===== src/rtl/fcgs_pkg.sv =====
package fcgs_pkg;
  typedef struct packed {
    logic gate;
    logic strobe;
    logic preset;
  } fcgs_ctl_t;
endpackage


===== src/rtl/fcgs_ref_div.sv =====
module fcgs_ref_div #(
  parameter int unsigned DIV = 200000
) (
  input  logic clk_i,
  input  logic rst_ni,
  output logic tick_o,
  output logic first_o
);
  localparam int unsigned W = (DIV > 2) ? $clog2(DIV) : 1;
  localparam logic [W-1:0] LAST = W'(DIV - 1);

  logic [W-1:0] cnt_q;

  always_ff @(posedge clk_i or negedge rst_ni) begin
    if (!rst_ni)           cnt_q <= '0;
    else if (cnt_q == LAST) cnt_q <= '0;
    else                   cnt_q <= cnt_q + 1'b1;
  end

  assign tick_o  = (cnt_q == LAST);
  assign first_o = (cnt_q == '0);

  // the count wraps to zero right after the tick
  assert_tick_wrap_R2: assert property (@(posedge clk_i) disable iff (!rst_ni)
    tick_o |=> first_o);
endmodule


===== src/rtl/fcgs_phase_seq.sv =====
module fcgs_phase_seq
  import fcgs_pkg::*;
#(
  parameter int unsigned TICKS_PER_CYCLE = 16,
  parameter int unsigned GATE_TICKS      = 8,
  parameter int unsigned PRESET_TICKS    = 2
) (
  input  logic      clk_i,
  input  logic      rst_ni,
  input  logic      tick_i,
  input  logic      first_i,
  output fcgs_ctl_t ctl_o
);
  localparam int unsigned TW         = $clog2(TICKS_PER_CYCLE);
  localparam int unsigned PRE_START  = GATE_TICKS + 1;
  localparam int unsigned PRE_END    = PRE_START + PRESET_TICKS;
  localparam logic [TW-1:0] LAST    = TW'(TICKS_PER_CYCLE - 1);

  logic [TW-1:0] tick_q;

  always_ff @(posedge clk_i or negedge rst_ni) begin
    if (!rst_ni) tick_q <= '0;
    else if (tick_i) tick_q <= (tick_q == LAST) ? '0 : tick_q + 1'b1;
  end

  always_comb begin
    ctl_o.gate   = 32'(tick_q) < GATE_TICKS;
    ctl_o.strobe = (32'(tick_q) == GATE_TICKS) && first_i;
    ctl_o.preset = (32'(tick_q) >= PRE_START) && (32'(tick_q) < PRE_END);
  end

  assert_tick_range_R2: assert property (@(posedge clk_i) disable iff (!rst_ni)
    32'(tick_q) < TICKS_PER_CYCLE);
  assert_excl_R6: assert property (@(posedge clk_i) disable iff (!rst_ni)
    $onehot0({ctl_o.gate, ctl_o.strobe, ctl_o.preset}));
  assert_strobe_after_gate_R4: assert property (@(posedge clk_i) disable iff (!rst_ni)
    $fell(ctl_o.gate) |-> ctl_o.strobe);
  assert_strobe_width_R4: assert property (@(posedge clk_i) disable iff (!rst_ni)
    ctl_o.strobe |=> !ctl_o.strobe);
endmodule


===== src/rtl/fcgs_prescaler.sv =====
module fcgs_prescaler #(
  parameter int unsigned PRESCALE = 10
) (
  input  logic clk_i,
  input  logic rst_ni,
  input  logic pulse_i,
  input  logic gate_i,
  input  logic clr_i,
  output logic count_clk_o
);
  localparam int unsigned PW = $clog2(PRESCALE);
  localparam logic [PW-1:0] LAST = PW'(PRESCALE - 1);

  logic          prev_q;
  logic [PW-1:0] div_q;
  logic          edge_ok;

  // edge detect, a held level counts once
  assign edge_ok = pulse_i & ~prev_q & gate_i;

  always_ff @(posedge clk_i or negedge rst_ni) begin
    if (!rst_ni) begin
      prev_q      <= 1'b0;
      div_q       <= '0;
      count_clk_o <= 1'b0;
    end else begin
      prev_q      <= pulse_i;
      count_clk_o <= edge_ok && (div_q == LAST);
      if (clr_i)        div_q <= '0;
      else if (edge_ok) div_q <= (div_q == LAST) ? '0 : div_q + 1'b1;
    end
  end

  assert_clk_in_gate_R8: assert property (@(posedge clk_i) disable iff (!rst_ni)
    count_clk_o |-> $past(gate_i));
  assert_clk_width_R7: assert property (@(posedge clk_i) disable iff (!rst_ni)
    count_clk_o |=> !count_clk_o);
  assert_clear_quiet_R9: assert property (@(posedge clk_i) disable iff (!rst_ni)
    clr_i |=> div_q == '0);
endmodule


===== src/rtl/fcgs_gate_seq.sv =====
module fcgs_gate_seq
  import fcgs_pkg::*;
#(
  parameter int unsigned REF_DIV         = 200000,
  parameter int unsigned TICKS_PER_CYCLE = 16,
  parameter int unsigned GATE_TICKS      = 8,
  parameter int unsigned PRESET_TICKS    = 2,
  parameter int unsigned PRESCALE        = 10
) (
  input  logic clk_i,
  input  logic rst_ni,
  input  logic pulse_i,
  output logic gate_o,
  output logic preset_o,
  output logic strobe_o,
  output logic count_clk_o
);
  logic      tick, first;
  fcgs_ctl_t ctl;

  fcgs_ref_div #(.DIV(REF_DIV)) u_ref_div (
    .clk_i(clk_i), .rst_ni(rst_ni), .tick_o(tick), .first_o(first)
  );

  fcgs_phase_seq #(
    .TICKS_PER_CYCLE(TICKS_PER_CYCLE),
    .GATE_TICKS(GATE_TICKS),
    .PRESET_TICKS(PRESET_TICKS)
  ) u_phase_seq (
    .clk_i(clk_i), .rst_ni(rst_ni), .tick_i(tick), .first_i(first), .ctl_o(ctl)
  );

  fcgs_prescaler #(.PRESCALE(PRESCALE)) u_prescaler (
    .clk_i(clk_i), .rst_ni(rst_ni), .pulse_i(pulse_i),
    .gate_i(ctl.gate), .clr_i(ctl.preset), .count_clk_o(count_clk_o)
  );

  assign gate_o   = ctl.gate;
  assign preset_o = ctl.preset;
  assign strobe_o = ctl.strobe;

  assert_preset_quiet_R9: assert property (@(posedge clk_i) disable iff (!rst_ni)
    preset_o |-> !count_clk_o);
  assert_reset_gate_R1: assert property (@(posedge clk_i) disable iff (!rst_ni)
    $rose(gate_o) |-> !count_clk_o && !strobe_o && !preset_o);
endmodule


===== config.mk =====
export PLATFORM = sky130hd
export DESIGN_NAME = fcgs_gate_seq
export DESIGN_NICKNAME = d
export VERILOG_FILES = /design/src/rtl/fcgs_pkg.sv /design/src/rtl/fcgs_ref_div.sv /design/src/rtl/fcgs_phase_seq.sv /design/src/rtl/fcgs_prescaler.sv /design/src/rtl/fcgs_gate_seq.sv
export SDC_FILE = /design/constraint.sdc
export NUM_CORES = 1
export LEC_CHECK = 0
export ABC_AREA = 1
export BUFFER_PORTS_ARGS = -buffer_cell sky130_fd_sc_hd__clkbuf_2
export CAP_MARGIN = 20
export CORE_UTILIZATION = 40
export DETAILED_ROUTE_END_ITERATION = 7
export GPL_ROUTABILITY_DRIVEN = 0
export PLACE_DENSITY = 0.59
export SLEW_MARGIN = 20
export SYNTH_ARGS = -nofsm -noshare
export SYNTH_HDL_FRONTEND = slang
export SYNTH_HIERARCHICAL = 1
export SYNTH_SLANG_ARGS = --single-unit

===== constraint.sdc =====
create_clock -name clk_i -period 2.75 [get_ports clk_i]
set_clock_uncertainty 0.1 [all_clocks]
set_input_delay 0.55 -clock clk_i [delete_from_list [all_inputs] [get_ports clk_i]]
set_output_delay 0.55 -clock clk_i [all_outputs]
set_load 0.01 [all_outputs]

; ---- Word-level counts from Yosys, hierarchy flattened
; Cells that the tools add are included.
[classes]
n_reduce_logical = 5
n_bitwise = 3
add_sub_neg = 3
n_eq_ne = 4
n_lt_le_gt_ge = 3
muxes = 5
[op_table]
columns = op, n
row1 = 18-bit by 1-bit adder with 18-bit output (second input constant), 1
row2 = 18-bit equality test (second input constant), 1
row3 = 18-bit zero test, 1
row4 = 18-bit 2-to-1 mux, 1
row5 = 4-bit 2-to-1 mux, 4
row6 = 4-bit equality test (second input constant), 3
row7 = 4-bit by 1-bit adder with 4-bit output (second input constant), 2
row8 = 4-bit less-than comparator (second input constant), 2
row9 = 4-bit greater-or-equal comparator (second input constant), 1
row10 = 1-bit logical AND, 3
row11 = 1-bit bitwise AND, 2
row12 = 2-bit nonzero test, 1
row13 = 1-bit NOT, 1
[word_totals]
register_bits = 28
word_cells = 28
input_bits = 3
output_inout_bits = 4

; ---- Depth between registers and ports, before layout
[depth]
depth_word = 5
depth_mapped = 9
depth_no_buf = 9

; ---- Cells and area by module
; The synthesis kept the hierarchy.
[by_module_without_submodules]
columns = module, seq_area_each_um2, cells_per_inst, area_per_inst_um2, n_inst
row1 = fcgs_ref_div, 450.4, 147, 1123.6, 1
row2 = fcgs_prescaler, 150.1, 42, 330.3, 1
row3 = fcgs_phase_seq, 100.1, 32, 242.7, 1

; ---- Least setup slack after synthesis
; No wires, ideal clock.
[synth_timing]
path_type = register to output
startpoint = register u_ref_div.cnt_q[0]
endpoint = output port strobe_o
path_stages_with_launch = 9
t_arrival_ps = 1212
n_path_buf = 0
path_slack_ps = 888
t_required_ps = 2100
path_cell_list = dfrtp_1 inv_1 ha_1 nand2_1 nor3_1 nand3b_1 nor2_1 nand2_1 nor2_1
[synth_via]
elab_chain_cells = 2
[synth_lines]
columns = item, line_no
row1 = start: declaration, fcgs_ref_div.sv:12  ; logic [W-1:0] cnt_q;
row2 = start signal: assignment, fcgs_ref_div.sv:17  ; else cnt_q <= cnt_q + 1'b1;
row3 = 18-bit zero test, fcgs_ref_div.sv:21  ; assign first_o = (cnt_q == '0);
row4 = via first, fcgs_gate_seq.sv:18  ; logic tick, first;
row5 = 1-bit logical AND, fcgs_phase_seq.sv:28  ; ctl_o.strobe = (32'(tick_q) == GATE_TICKS) && first_i;
row6 = end: declaration, fcgs_gate_seq.sv:15  ; output logic strobe_o,
; The timed path passes the listed nets, and every way through them passes these cells.

; ---- Final worst setup path
; Same ends and word-level chain as after synthesis.

==> results.cfg <==
[final_layout]
multi_input_area_um2 = 849.6
final_cell_mix = nand2_1 (52), inv_1 (34), nor2_1 (33)
antenna_cells = 0
layout_commonest_cell = nand2_1
nNetsFinal = 241
drive_above_1_share_pct = 12.66
seq_area_um2 = 700.7
nFillCells = 428
area_growth_pct = 7.596
final_cells = 279

[floorplanning]
dieArea_um2 = 4506
core_um2 = 4029
start_util_pct = 42.11
rows = 23
io_pins = 7
die_w_um = 67.13
die_y_um = 67.13

[detailed_routing]
vias = 1299
vias_per_cell = 4.656
route.detailed.drc = 0
wl_um = 3086
drtAntennaViolNets = 0
drtPass1Iterations = 4
drt_iter0_markers = 72
wl_per_cell_um = 11.06

[sta]
tightestPinTransition_ns = 0.7170
fmax_mhz = 431.3
hold_viol_final = 0
grt_setup_unrepaired = no
fin_tns_setup_ns = 0
finalSetupViolations = 0
slew_violations = 0
fin_crit_sh_pct = 84.32
maxSlewHeadroom_pct = 52.20
period_minus_slack_ns = 2.319
worst_slack_ns = 0.4312
hold_ws_ns = 0.2104

[worst_setup_path]
worstPathArrival_ns = 1.67
start_kind = register
reg2reg_depth = 8
ff2ff_setup_slack_ns = 0.83
crit_chain = inv_1, ha_1, nand2_1, nor3_1, nand3b_1, nor2_1, nand2_1, nor2_1, clkbuf_2
required_ns = 2.10
cp_max_fo = 3
reg2reg_to = u_phase_seq/tick_q[3]
crit_type = reg2out
r2r_start = u_ref_div/cnt_q[1]
max_stage_delay_ns = 0.40
slowest_stage = dfrtp_1
endpoint_kind = output pin
cp_num_buf_inv = 2
crit_family = simple AND/OR/NAND/NOR gates

[clocking]
hold_buffers = 0
clk_pin_slew_ns = 0.09
cts_tree = done
root_buffer = clkbuf_8
htree_levels = 1
postCtsSetupBuffers = 0
clock_path_buffers = 2
numCtsBuffers = 3
cts_resized = 0
clock_latency_ns = 0.27
cts.sinks = 28

[grt]
grt_max_degree = 29
grt_pass1_wl_um = 5685
grt_pass1_vias = 1242
grt.total_usage_pct = 16.82
grt_overflow = 0
grt_antenna_before_repair = 0

[synth]
ys.warnings.count = 6
syn_nets = 231
seq_area_frac_synth_pct = 41.30
synth-seq-cells = 28
ys_types = 25
syn_area_um2 = 1697
async_flop_share_pct = 100.0
synth-edff-count = 0
synth_ff_type = dfrtp_1
synth.avg_cell_area_um2 = 7.677
synth_cells = 221

[placed_design]
port_buffers = 6
place_ws_ns = 0.7318
dp.cells = 276
place_hpwl_um = 2326

[power]
power_leakage_nw = 0.8696
peakVddDrop_uv = 272.0
power_density_nw_per_um2 = 425.5

[run_status]
status = complete, no violations

[job]
drv_cap = 0

[min_path]
hold_path_class = in2async
==> per-stage QoR <==
step                      power [mW]  area [µm²]  utilization [%]
final                         0.7767        1826            45.31
after detailed placement      0.5707        1784            44.29
after global routing          0.8323        1826            45.31
after floorplan               0.5431        1697                -
after global placement        0.5695        1784            44.29
after CTS                     0.7966        1826            45.31
==> cell type report <==
type,count,area share [%]
clock buffer,3,2.262
timing repair buffer,6,1.645
tap,50,3.427
multi-input combinational,155,46.54
inverter,37,7.745
sequential,28,38.38
==> logic make-up (layout without fill, tap and decap cells) <==
group           after synthesis  count (layout)  share of synthesized area, %
flops                        28              28                         41.30
xor+xnor                     11              11                         5.679
compound gates                9               9                         2.803
simple gates                128             128                         36.43
buf+inv                      38              46                         8.628
fa+ha+maj                     7               7                         5.162
==> per-layer routing <==
layer	wire length, µm	vias to the layer above	global-route usage [%]
met5	0	-	0
met4	25	0	3.989
met3	143	2	3.596
met2	1341	26	25.12
met1	1575	576	24.45
li1	-	695	-
==> worst max-delay path by stage <==
stage / to / cells after the start / from / slack, ns
after floorplan: strobe_o / 8 / u_ref_div/cnt_q[0] / 0.89
after global placement: strobe_o / 9 / u_ref_div/cnt_q[0] / 0.74
after detailed placement: strobe_o / 9 / u_ref_div/cnt_q[0] / 0.73
after CTS: strobe_o / 9 / u_ref_div/cnt_q[0] / 0.41
after global routing: strobe_o / 9 / u_ref_div/cnt_q[0] / 0.26
final: strobe_o / 9 / u_ref_div/cnt_q[0] / 0.43
==> cell usage after synthesis, types with 2 or more instances <==
cell type / instances / share of area [%]
nand3_2: 3 / 1.8
nand2_2: 6 / 2.2
nor2_1: 33 / 7.3
nand3_1: 15 / 4.4
o21ai_0: 6 / 1.8
xor2_1: 9 / 4.6
nand4_1: 5 / 1.8
inv_1: 34 / 7.5
nand2_1: 52 / 12
a21oi_1: 2 / 0.59
nor2_2: 3 / 1.1
xnor2_1: 2 / 1.0
nand3b_1: 2 / 0.88
nor2_4: 5 / 3.3
dfrtp_1: 28 / 41
ha_1: 7 / 5.2
==> sequential cells by signal, summed over array words and instances, names as in the netlist <==
register / flops
u_phase_seq/tick_q: 4
u_prescaler/count_clk_o: 1
u_prescaler/div_q: 4
u_prescaler/prev_q: 1
u_ref_div/cnt_q: 18
==> worst reg2reg max path, stage by stage, from the launching register on <==
cell     delay (ns)
dfrtp_1        0.41
ha_1           0.24
nand3_2        0.18
nor2_4         0.21
nand3_4        0.13
inv_1          0.21
nand2_1        0.08
nor2_1         0.13
o21ai_0        0.11
==> where the power goes <==
part / switching (mW) / total, mW / internal [mW]
sequential: 0.0342 / 0.470 / 0.436
combinational: 0.0526 / 0.0899 / 0.0373
clock: 0.118 / 0.217 / 0.0982
total: 0.205 / 0.777 / 0.572
Note: power is estimated with default switching activity, not from simulation.
